$ cat config.mk
export PLATFORM = sky130hd
export DESIGN_NAME = rmi_entry_seq
export DESIGN_NICKNAME = d
export VERILOG_FILES = /design/src/rtl/rmi_pkg.sv /design/src/rtl/rmi_ctrl.sv /design/src/rtl/rmi_addr_gen.sv /design/src/rtl/rmi_vec_latch.sv /design/src/rtl/rmi_entry_seq.sv
export SDC_FILE = /design/constraint.sdc
export NUM_CORES = 1
export LEC_CHECK = 0
export BUFFER_PORTS_ARGS = -buffer_cell sky130_fd_sc_hd__clkbuf_2
export CAP_MARGIN = 15
export CORE_MARGIN = 5
export CORE_UTILIZATION = 55
export DETAILED_ROUTE_END_ITERATION = 7
export PLACE_DENSITY = 0.83
export SETUP_SLACK_MARGIN = 0.4
export SLEW_MARGIN = 10
export SYNTH_ARGS = -nofsm -noshare
export SYNTH_HDL_FRONTEND = slang
export SYNTH_HIERARCHICAL = 1
export SYNTH_SLANG_ARGS = --single-unit
$ cat constraint.sdc
create_clock -name clk -period 5.5 [get_ports clk]
set_input_delay 0.55 -clock clk [delete_from_list [all_inputs] [get_ports clk]]
set_output_delay 0.55 -clock clk [all_outputs]
set_load 0.02 [all_outputs]
$ cat src/rtl/rmi_pkg.sv
package rmi_pkg;
  localparam int WORD_W = 16;
  localparam int PUSH_N = 3;

  typedef enum logic [2:0] {
    ST_IDLE  = 3'd0,
    ST_RD_IP = 3'd1,
    ST_RD_CS = 3'd2,
    ST_WR_FL = 3'd3,
    ST_WR_CS = 3'd4,
    ST_WR_IP = 3'd5,
    ST_DONE  = 3'd6
  } rmi_state_e;
endpackage

$ cat src/rtl/rmi_ctrl.sv
module rmi_ctrl
  import rmi_pkg::*;
(
  input  logic       clk,
  input  logic       rst_n,
  input  logic       start_valid,
  input  logic       mem_ack,
  output rmi_state_e state,
  output logic       start_ready,
  output logic       accept,
  output logic       mem_req,
  output logic       beat,
  output logic       done
);
  rmi_state_e state_q, state_d;

  always_comb begin
    start_ready = (state_q == ST_IDLE) || (state_q == ST_DONE);
    accept      = start_valid && start_ready;
    mem_req     = (state_q != ST_IDLE) && (state_q != ST_DONE);
    beat        = mem_req && mem_ack;
    done        = (state_q == ST_DONE);
  end

  always_comb begin
    state_d = state_q;
    case (state_q)
      ST_IDLE, ST_DONE: state_d = accept ? ST_RD_IP : ST_IDLE;
      ST_RD_IP: if (beat) state_d = ST_RD_CS;
      ST_RD_CS: if (beat) state_d = ST_WR_FL;
      ST_WR_FL: if (beat) state_d = ST_WR_CS;
      ST_WR_CS: if (beat) state_d = ST_WR_IP;
      ST_WR_IP: if (beat) state_d = ST_DONE;
      default:  state_d = ST_IDLE;
    endcase
  end

  always_ff @(posedge clk or negedge rst_n) begin
    if (!rst_n) state_q <= ST_IDLE;
    else        state_q <= state_d;
  end

  assign state = state_q;
endmodule

$ cat src/rtl/rmi_addr_gen.sv
module rmi_addr_gen
  import rmi_pkg::*;
#(
  parameter int          ADDR_W   = 32,
  parameter int          SP_W     = 32,
  parameter int          VEC_W    = 8,
  parameter logic [31:0] TBL_BASE = 32'h0
) (
  input  rmi_state_e          state,
  input  logic [VEC_W-1:0]    vec_q,
  input  logic [ADDR_W-1:0]   ss_base_q,
  input  logic [SP_W-1:0]     sp_q,
  input  logic [WORD_W-1:0]   flags_q,
  input  logic [WORD_W-1:0]   cs_q,
  input  logic [WORD_W-1:0]   ret_ip_q,
  output logic                mem_we,
  output logic [ADDR_W-1:0]   mem_addr,
  output logic [WORD_W-1:0]   mem_wdata,
  output logic [SP_W-1:0]     sp_out
);
  localparam int ENTRY_SHIFT = 2;
  localparam int STEP_BYTES  = WORD_W / 8;

  logic [ADDR_W-1:0] vec_addr;
  logic [WORD_W-1:0] slot_off  [PUSH_N];
  logic [ADDR_W-1:0] slot_addr [PUSH_N];
  logic [WORD_W-1:0] frame     [PUSH_N];

  assign vec_addr = ADDR_W'(TBL_BASE) + (ADDR_W'(vec_q) << ENTRY_SHIFT);

  always_comb begin
    frame[0] = flags_q;
    frame[1] = cs_q;
    frame[2] = ret_ip_q;
  end

  for (genvar k = 0; k < PUSH_N; k++) begin : g_slot
    assign slot_off[k]  = sp_q[WORD_W-1:0] - WORD_W'(STEP_BYTES * (k + 1));
    assign slot_addr[k] = ss_base_q + ADDR_W'(slot_off[k]);
  end

  always_comb begin
    mem_we    = 1'b0;
    mem_addr  = '0;
    mem_wdata = '0;
    case (state)
      ST_RD_IP: mem_addr = vec_addr;
      ST_RD_CS: mem_addr = vec_addr + ADDR_W'(STEP_BYTES);
      ST_WR_FL: begin mem_we = 1'b1; mem_addr = slot_addr[0]; mem_wdata = frame[0]; end
      ST_WR_CS: begin mem_we = 1'b1; mem_addr = slot_addr[1]; mem_wdata = frame[1]; end
      ST_WR_IP: begin mem_we = 1'b1; mem_addr = slot_addr[2]; mem_wdata = frame[2]; end
      default: ;
    endcase
  end

  assign sp_out = {sp_q[SP_W-1:WORD_W], slot_off[PUSH_N-1]};
endmodule

$ cat src/rtl/rmi_vec_latch.sv
module rmi_vec_latch
  import rmi_pkg::*;
(
  input  logic              clk,
  input  logic              rst_n,
  input  rmi_state_e        state,
  input  logic              beat,
  input  logic [WORD_W-1:0] rdata,
  output logic [WORD_W-1:0] ip_q,
  output logic [WORD_W-1:0] cs_q
);
  always_ff @(posedge clk or negedge rst_n) begin
    if (!rst_n) begin
      ip_q <= '0;
      cs_q <= '0;
    end else if (beat) begin
      if (state == ST_RD_IP) ip_q <= rdata;
      if (state == ST_RD_CS) cs_q <= rdata;
    end
  end
endmodule

$ cat src/rtl/rmi_entry_seq.sv
module rmi_entry_seq
  import rmi_pkg::*;
#(
  parameter int          ADDR_W   = 32,
  parameter int          SP_W     = 32,
  parameter int          VEC_W    = 8,
  parameter logic [31:0] TBL_BASE = 32'h0
) (
  input  logic              clk,
  input  logic              rst_n,
  input  logic              start_valid,
  output logic              start_ready,
  input  logic [VEC_W-1:0]  vec_num,
  input  logic              soft_int,
  input  logic [15:0]       cur_ip,
  input  logic [15:0]       next_ip,
  input  logic [15:0]       cur_cs,
  input  logic [15:0]       cur_flags,
  input  logic [SP_W-1:0]   cur_sp,
  input  logic [ADDR_W-1:0] ss_base,
  output logic              mem_req,
  output logic              mem_we,
  output logic [ADDR_W-1:0] mem_addr,
  output logic [15:0]       mem_wdata,
  input  logic              mem_ack,
  input  logic [15:0]       mem_rdata,
  output logic              done,
  output logic [15:0]       new_cs,
  output logic [15:0]       new_ip,
  output logic [SP_W-1:0]   new_sp
);
  rmi_state_e        state;
  logic              accept, beat;
  logic [VEC_W-1:0]  vec_q;
  logic [ADDR_W-1:0] ss_q;
  logic [SP_W-1:0]   sp_q, sp_next, sp_res_q;
  logic [15:0]       flags_q, cs_q, ret_ip_q;

  rmi_ctrl u_ctrl (
    .clk(clk), .rst_n(rst_n), .start_valid(start_valid), .mem_ack(mem_ack),
    .state(state), .start_ready(start_ready), .accept(accept),
    .mem_req(mem_req), .beat(beat), .done(done)
  );

  always_ff @(posedge clk or negedge rst_n) begin
    if (!rst_n) begin
      vec_q    <= '0;
      ss_q     <= '0;
      sp_q     <= '0;
      flags_q  <= '0;
      cs_q     <= '0;
      ret_ip_q <= '0;
    end else if (accept) begin
      vec_q    <= vec_num;
      ss_q     <= ss_base;
      sp_q     <= cur_sp;
      flags_q  <= cur_flags;
      cs_q     <= cur_cs;
      ret_ip_q <= soft_int ? next_ip : cur_ip;
    end
  end

  rmi_addr_gen #(
    .ADDR_W(ADDR_W), .SP_W(SP_W), .VEC_W(VEC_W), .TBL_BASE(TBL_BASE)
  ) u_addr (
    .state(state), .vec_q(vec_q), .ss_base_q(ss_q), .sp_q(sp_q),
    .flags_q(flags_q), .cs_q(cs_q), .ret_ip_q(ret_ip_q),
    .mem_we(mem_we), .mem_addr(mem_addr), .mem_wdata(mem_wdata),
    .sp_out(sp_next)
  );

  rmi_vec_latch u_vec (
    .clk(clk), .rst_n(rst_n), .state(state), .beat(beat),
    .rdata(mem_rdata), .ip_q(new_ip), .cs_q(new_cs)
  );

  always_ff @(posedge clk or negedge rst_n) begin
    if (!rst_n)                          sp_res_q <= '0;
    else if (beat && state == ST_WR_IP)  sp_res_q <= sp_next;
  end

  assign new_sp = sp_res_q;
endmodule

======== After elaboration in Yosys (flattened, before gate mapping) ========
Cells that the tools add are included.
storage, ports and cells
  input port bits ......................... 157
  flip-flop bits (word level) ............. 187
cells by class
  reduce and logical (&&, ||, !) cells .... 12
  eq/ne operators ......................... 12
  $add $sub $neg .......................... 7
  muxes and demuxes ....................... 11
operator list
  operator                                                               number
  32-bit case mux with 5 select lines                                    1
  32-bit by 16-bit adder with 32-bit output                              3
  16-bit case mux with 3 select lines                                    1
  16-bit by 3-bit subtractor with 16-bit output (second input constant)  2
  3-bit case mux with 6 select lines                                     1
  16-bit 2-to-1 mux                                                      1
  16-bit by 2-bit subtractor with 16-bit output (second input constant)  1
  3-bit 2-to-1 mux                                                       5
  10-bit by 2-bit adder with 11-bit output (second input constant)       1
  2-bit inequality test (second input constant)                          5
  3-bit == test (second input constant)                                  3
  3-bit by 2-bit == test with 1-bit output (second input constant)       2
  5-bit AND reduction                                                    1
  1-bit logical AND                                                      4
  2-bit AND reduction                                                    2
  3-bit by 1-bit == test with 1-bit output (second input constant)       1
  3-bit zero test                                                        1
  3-bit inequality test (second input constant)                          1
  3-bit nonzero test                                                     1
  3-bit OR reduction                                                     1
  1-bit 2-to-1 mux                                                       2
  2-bit OR reduction                                                     1
  1-bit logical OR                                                       1

======== Longest topological paths before layout ========
Gate-level depths: netlist of run 1.
  depth in word-level cells ............... 5
  depth in mapped cells ................... 17
  gate-level depth less buffers ........... 14

======== Modules after synthesis ========
The synthesis of run 1 kept the hierarchy.
modules (own cells, without submodules)
  module         cells each  area an instance (µm²)  times used  sequential area each (µm²)
  rmi_entry_seq  357         5943.2                  1           3803.6
  rmi_addr_gen   448         2836.5                  1           0.0
  rmi_vec_latch  70          1323.8                  1           800.8
  rmi_ctrl       21          195.2                   1           75.1

======== Worst setup path after synthesis of run 1 ========
Ideal clock, no wire load.
  kind .................................... register to output
  from .................................... register u_ctrl.state_q[1], in the netlist u_ctrl/state[1]
  to ...................................... output port mem_addr[30]
  data arrival time ....................... 3.466 ns
  buffers on the path ..................... 3
  stages on the path, launching flop included .. 17
  slack ................................... 1.484 ns
  cell sequence ........................... dfrtp_1 -> buf_2 -> nand2b_1 -> clkbuf_1 -> nand2_1 -> a21oi_1 -> nand2_1 -> nor3_1 -> xor2_1 -> ha_1 -> buf_2 -> a21o_1 -> o21ba_2 -> o211ai_1 -> o21ai_1 -> or4_1 -> a31oi_1
on the way
  longest elaborated chain between the ends .. 2
  elaborated cells between the ends (all ways) .. 6
  classes of those cells .................. eq/ne (5); mux (1)
ends and longest elaborated chain
  item                                         RTL line             text
  start, declared                              rmi_ctrl.sv:15       rmi_state_e state_q, state_d;
  start signal, assigned                       rmi_ctrl.sv:40       else state_q <= state_d;
  3-bit == test, or another cell as far along  rmi_addr_gen.sv:46   case (state)
  32-bit case mux with 5 select lines (*)      rmi_addr_gen.sv:46
  end, declared                                rmi_entry_seq.sv:23  output logic [ADDR_W-1:0] mem_addr,
Every way passes the cells marked *; elsewhere a longest branch is shown, timed or not.

======== Worst setup path in the final report of run 1 ========
  from .................................... register sp_q[3]
  to ...................................... output port mem_addr[25]
on the way
  longest elaborated chain between the ends .. 3
  elaborated cells between the ends (all ways) .. 7
  classes of those cells .................. add/sub (6); mux (1)
ends and longest elaborated chain
  item                                                                                                            RTL line             text
  start, declared                                                                                                 rmi_entry_seq.sv:36  logic [SP_W-1:0] sp_q, sp_next, sp_res_q;
  start signal, assigned                                                                                          rmi_entry_seq.sv:56  sp_q <= cur_sp;
  16-bit by 3-bit subtractor with 16-bit output or 16-bit by 2-bit subtractor with 16-bit output (tied branches)  rmi_addr_gen.sv:38   assign slot_off[k] = sp_q[WORD_W-1:0] - WORD_W'(STEP_BYTES * (k + 1));
  32-bit by 16-bit adder with 32-bit output                                                                       rmi_addr_gen.sv:39   assign slot_addr[k] = ss_base_q + ADDR_W'(slot_off[k]);
  32-bit case mux with 5 select lines (*)                                                                         rmi_addr_gen.sv:46
Marks and branches as above.

==> impl_metrics.toml, run 1 <==
[worst_setup_path]
worstSetupEndpointType = "primary output"
crit_type = "reg -> out"
reg2reg_depth = 5
worstSetupStartpointType = "flop"
cp.arrival_ns = 4.26
cp_max_fo = 8
required_ns = 4.95

[synthesis]
yosys_warnings = 6
synth_top_area_frac = 0.4544
synth.avg_cell_area_sq_um = 11.49
ys_ff_latch = 187
synth_edf_count = 0
synth_top_cell_by_area = "dfrtp_1"
seq_area_frac_synth = 0.4544
netlist_area_sq_um = 10300
synth.distinct_cells = 69
synth-async-reset-ratio = 1.000
synthTopCellsByArea = "dfrtp_1 45%, mux2_2 12%, mux2_4 8.3%"
syn_inst = 896
synth_flop_cell = "dfrtp_1"
synth.net_count = 1078

[finish]
regArea_sq_um = 4681
antenna_cells = 0
fin_nets = 1310
final_cell_count_no_fill = 1375
syn_to_final_growth_pct = 18.52
multi_input_area_sq_um = 5125
fill_cells = 1455
drive_gt1_frac = 0.4382

[hold_path]
hp-class = "in -> async"

[global_routing]
top_usage_layer = "met2"
grtUsageTotal = 0.2330
grt_util_met1 = 0.2866
use_met3 = 0.07372
antenna_found_initial = 1
gr-total-overflow = 0
grtUsageMet2 = 0.3936
grt_pass1_wl_mm = 40.53
grt_pass1_vias = 7763
grt_max_degree = 94

[clock_network]
clockBufferDepth = 2
h-tree-depth = 4
numCtsBuffers = 17
cts_tree = "yes"
ctsHoldBuffers = 0
clockRootBuffer = "clkbuf_16"
clock_latency_ns = 0.44
clkTransAtPathRegs_ns = 0.08
cts_setup_buffers = 0
post_cts_resize_count = 0
cts.sinks = 187

[placed_design]
numPortBuffers = 272
dp_hpwl_mm = 18.58
gp_congestion = 0.9224
dp.cells = 1343

[route]
drt_iter0_drc = 394
routed_wl_mm = 25.02
viasPerCell = 5.561
vias = 7646
first_pass_iters = 7
route.detailed.wl_per_inst_um = 18.20
drc = 0
ant_nets = 0

[sta]
final.min_clock_period_ns = 4.807
post-route-period-util = 0.8740
clock.fmax_ghz = 0.2080
setup_viol = 0
slew-limit-headroom = 0.3369
skew_ns = 0.01268
hold_viol_final = 0
rsz0062_at_grt = "no"
worstMarginPinSlew_ns = 0.9947
tns_ns = 0
slew_viol_final = 0

[floorplanning]
fp.dieW_um = 146.8
core_area_sq_um = 18580
die_area_sq_um = 21560
io_pins = 273
die_h_um = 146.8
std_cell_rows = 50
start_util = 0.5543

[power_and_ir_drop]
switching_share = 0.4482
clockPowerShare = 0.144
powerDensity_nw_per_um2 = 711.9
combinationalPowerShare = 0.550
p_leak_nw = 5.941
seqPwrFrac = 0.306
switchingPower_mw = 3.894
internal_power_mw = 4.795
ir_worst_vdd_uv = 325.9

[run]
max_cap_violations = 0

[status]
status = "finished clean"
==> cell usage in the layout (no fill, tap or decap), types with 4 or more instances in the layout <==
cell | Yosys | final
clkbuf_16 | 0 | 17
or4_1 | 6 | 6
xor2_1 | 25 | 25
mux2i_1 | 37 | 37
o21ai_0 | 43 | 43
nor2b_1 | 7 | 7
nand3_1 | 7 | 7
buf_4 | 19 | 8
inv_1 | 14 | 14
nor2_1 | 49 | 49
nand4_1 | 9 | 9
a21oi_1 | 53 | 53
nor4_1 | 5 | 5
dfrtp_1 | 187 | 186
ha_1 | 24 | 24
mux2_4 | 57 | 57
inv_8 | 0 | 4
nand2_1 | 68 | 68
nand2b_1 | 8 | 8
or3_1 | 4 | 4
and3_1 | 7 | 7
nor3_1 | 14 | 14
a211oi_1 | 6 | 6
xnor2_1 | 15 | 15
mux2_2 | 112 | 112
a21o_1 | 7 | 7
a31oi_1 | 4 | 4
o211ai_1 | 6 | 6
clkbuf_2 | 1 | 271
o21a_1 | 4 | 4
o21ai_1 | 4 | 4
==> synthesized netlist by cell type (all sizes together) (8+ instances only) <==
| library cell | number |
|---|---|
| dfrtp | 187 |
| mux2 | 169 |
| nand2 | 68 |
| a21oi | 53 |
| nor2 | 52 |
| buf | 51 |
| o21ai | 47 |
| mux2i | 37 |
| xor2 | 25 |
| ha | 24 |
| clkbuf | 17 |
| nor3 | 15 |
| xnor2 | 15 |
| inv | 14 |
| nand4 | 9 |
| nand2b | 8 |
| nor2b | 8 |
==> final cells by class <==
class / instances / area share
clock buffers: 18 / 0.03516
multi-input cells: 627 / 0.4199
repair buffers: 281 / 0.1188
well taps: 234 / 0.02399
flip-flops and latches: 187 / 0.3835
inverters: 14 / 0.004305
clock inverters: 14 / 0.01435
==> cell families (layout without fill, tap and decap cells) <==
family | count (synthesis) | count (layout) | synth area share
DFF | 187 | 187 | 0.4544
buffers and inverters | 82 | 327 | 0.04933
adders and majority gates | 25 | 25 | 0.03110
AOI/OAI and AO/OA | 151 | 151 | 0.08881
xor gates and xnor gates | 40 | 40 | 0.03402
muxes | 206 | 206 | 0.2415
and+or+nand+nor | 205 | 205 | 0.1008
==> power by group through the flow <==
| stage | combinational (mW) | sequential [mW] | clock (mW) |
|---|---|---|---|
| after CTS | 4.77 | 2.66 | 1.28 |
| after floorplan | 3.43 | 2.75 | 0 |
| after detailed placement | 4.75 | 2.68 | 0 |
| after global placement | 4.66 | 2.64 | 0 |
| after global routing | 5.21 | 2.76 | 1.34 |
| final | 4.78 | 2.66 | 1.25 |
==> metal layers <==
metal	part of all wire	vias up
met4	0.023	0
li1	-	3632
met2	0.50	255
met3	0.073	39
met1	0.41	3720
met5	0	-
==> worst max-delay path, stage by stage (launching register included) <==
cell	delay, ns
dfrtp_1	0.49
inv_1	0.13
ha_1	0.22
a211o_1	0.38
o22a_1	0.30
nor3_1	0.21
xor2_1	0.24
ha_1	0.31
a21oi_1	0.24
o221ai_1	0.14
a21oi_1	0.34
o21ai_1	0.24
a21bo_2	0.24
a21oi_1	0.15
clkbuf_2	0.20
==> path summary, 6_finish.rpt <==
kind	startpoint	end	slack (ns)
max reg2reg	u_ctrl/state[0]$_DFFE_PN0P_	flags_q[9]$_DFFE_PN0P_	2.42
min	rst_n	cs_q[0]$_DFFE_PN0P_	0.15
min reg2reg	sp_q[20]$_DFFE_PN0P_	new_sp[20]$_DFFE_PN0P_	0.51
max	sp_q[3]$_DFFE_PN0P_	mem_addr[25]	0.69
min in group clk	cur_cs[0]	cs_q[0]$_DFFE_PN0P_	0.34
max in group asynchronous	rst_n	new_sp[13]$_DFFE_PN0P_	4.08
==> metrics by stage <==
step                      worst slack (ns)  power (mW)  hold slack, ns    util  area [sq um]
final                               0.6928       8.689          0.1518  0.6569         12210
after global routing                0.4314       9.302          0.2225  0.6569         12210
after CTS                           0.6041       8.703          0.1902  0.6563         12190
after detailed placement             1.116       7.422          0.4910  0.6238         11590
after global placement               1.193       7.305          0.4855  0.6238         11590
after floorplan                      1.484       6.183          0.2544       -         10300
==> flip-flops by register name (all words and copies together), names as in the netlist <==
signal,cells
new_sp,32
sp_q,32
ss_q,32
cs_q,16
flags_q,16
ret_ip_q,16
u_vec/cs_q,16
u_vec/ip_q,16
vec_q,8
u_ctrl/state,3
Note: power is estimated with default switching activity, not from simulation.
==> run 2, diff against run 1 <==
- CORE_ASPECT_RATIO: not set -> 0.6
==> run 2 against run 1 <==
Wire length increased by 8.8%; via count up 3.2%; global-route usage grew 2.0 points; clock skew is 0.0031 ns lower; total power rose by 2.4%; sequential cell count did not move; die area rose by 0.41%; critical path type unchanged.
==> impl_metrics.toml, run 2 (synthesis results as in run 1) <==
[status]
status = "finished clean"

[power_and_ir_drop]
p_leak_nw = 5.927
ir_worst_vdd_uv = 357.3
switching_share = 0.4507
combinationalPowerShare = 0.550
internal_power_mw = 4.888
switchingPower_mw = 4.011
powerDensity_nw_per_um2 = 728.9
seqPwrFrac = 0.305
clockPowerShare = 0.145

[route]
route.detailed.wl_per_inst_um = 19.73
viasPerCell = 5.719
routed_wl_mm = 27.23
ant_nets = 0
drc = 0
vias = 7892
drt_iter0_drc = 611
first_pass_iters = 5

[global_routing]
grt_pass1_vias = 7927
grtUsageTotal = 0.2529
antenna_found_initial = 0
grt_pass1_wl_mm = 43.63
grt_max_degree = 73
gr-total-overflow = 0

[sta]
post-route-period-util = 0.8613
slew-limit-headroom = 0.3110
rsz0062_at_grt = "no"
timing.final.ws_setup_ns = 0.7628
tns_ns = 0
skew_ns = 0.009597
clock.fmax_ghz = 0.2111
final.min_clock_period_ns = 4.737
worstMarginPinSlew_ns = 1.034
setup_viol = 0
hold_viol_final = 0
slew_viol_final = 0

[floorplanning]
start_util = 0.5655
core_area_sq_um = 18210
die_area_sq_um = 21650
std_cell_rows = 38
io_pins = 273
fp.dieW_um = 186.7
die_h_um = 116.0

[finish]
syn_to_final_growth_pct = 18.56
drive_gt1_frac = 0.4430
fin_nets = 1309
mostFrequentLayoutCells = "271 x clkbuf_2, 183 x dfrtp_1, 112 x mux2_2"
final_common_cell = "clkbuf_2"
fill_cells = 1388
antenna_cells = 0

[clock_network]
post_cts_resize_count = 0
cts_tree = "yes"
clock_latency_ns = 0.43
clockBufferDepth = 2
h-tree-depth = 4
ctsHoldBuffers = 0
cts.sinks = 187
numCtsBuffers = 17
clkTransAtPathRegs_ns = 0.08
cts_setup_buffers = 0
clockRootBuffer = "clkbuf_16"

[worst_setup_path]
cp_max_fo = 22
worstReg2RegStart = "u_ctrl/state[0]$_DFFE_PN0P_"
cp.arrival_ns = 4.19
required_ns = 4.95
reg2reg_slack_ns = 2.25
reg2reg_to = "cs_q[9]$_DFFE_PN0P_"
crit_type = "reg -> out"
worstSetupStartpointType = "flop"
reg2reg_depth = 5
worstSetupEndpointType = "primary output"

[placed_design]
gp_congestion = 0.9216
post-place-ws_ns = 0.9906
numPortBuffers = 272
dp_hpwl_mm = 20.36

[hold_path]
hp-class = "in -> async"

[run]
max_cap_violations = 0
## run 2: changes by cell type in the layout (fill, tap and decap cells not counted), moves of 3 or more
cell	delta
clkinv_8	-3
clkinvlp_4	+3
dfrtp_1	-3
dfrtp_2	+3
inv_8	-3
## run 2: layout make-up
cell class | instances | area [sq um] | area share
sequential | 187 | 4684 | 0.3836
inverter | 14 | 52.55 | 0.004304
timing repair buffer | 280 | 1430 | 0.1171
clock buffer | 20 | 456.7 | 0.03740
tap | 240 | 300.3 | 0.02459
clock inverter | 12 | 162.7 | 0.01332
multi-input combinational | 627 | 5124 | 0.4196
## run 2: worst max-delay path by stage
stage / from / slack (ns) / to
floorplan: u_ctrl/state[1]$_DFFE_PN0P_ / 1.48 / mem_addr[30]
global placement: u_ctrl/state[2]$_DFFE_PN0P_ / 1.08 / mem_addr[31]
detailed placement: u_ctrl/state[2]$_DFFE_PN0P_ / 0.99 / mem_addr[25]
CTS: u_ctrl/state[2]$_DFFE_PN0P_ / 0.50 / mem_addr[31]
global route: u_ctrl/state[1]$_DFFE_PN0P_ / 0.42 / mem_addr[28]
finish: u_ctrl/state[2]$_DFFE_PN0P_ / 0.76 / mem_addr[28]
## run 2: power groups by stage
stage,clock network [mW],registers (mW),logic (mW)
final,1.29,2.72,4.89
after global routing,1.38,2.81,5.27
after CTS,1.33,2.70,4.84
after detailed placement,0,2.71,4.81
after global placement,0,2.68,4.71
after floorplan,0,2.75,3.43
## run 2: critical path, stage by stage, from the launching register on
cell and delay (ns):
dfrtp_2 0.60, nor2b_1 0.34, buf_4 0.28, a21oi_1 0.06, o21ai_0 0.16, nand2_1 0.09
xor2_1 0.15, ha_1 0.36, o211ai_1 0.10, a21o_1 0.22, a211oi_2 0.28, o41ai_2 0.12
buf_4 0.18, or3_1 0.34, a21oi_1 0.24, clkbuf_2 0.22
## run 2: metal layers
metal / track usage / vias up / share of wire
met5: 0 / - / 0
met4: 0.04658 / 0 / 0.0082
met3: 0.07225 / 12 / 0.093
met2: 0.3790 / 340 / 0.44
met1: 0.3736 / 3899 / 0.46
li1: - / 3641 / -
## run 2: per-stage QoR
step | utilization | power, mW | cell area (sq um) | std cells | hold WS (ns)
global route | 0.6705 | 9.471 | 12210 | 1380 | 0.1009
floorplan | - | 6.183 | 10300 | 896 | 0.2544
finish | 0.6705 | 8.900 | 12210 | 1380 | 0.07555
CTS | 0.6698 | 8.871 | 12200 | 1380 | 0.07582
global placement | 0.6358 | 7.388 | 11580 | 1348 | 0.4805
detailed placement | 0.6358 | 7.525 | 11580 | 1348 | 0.4931
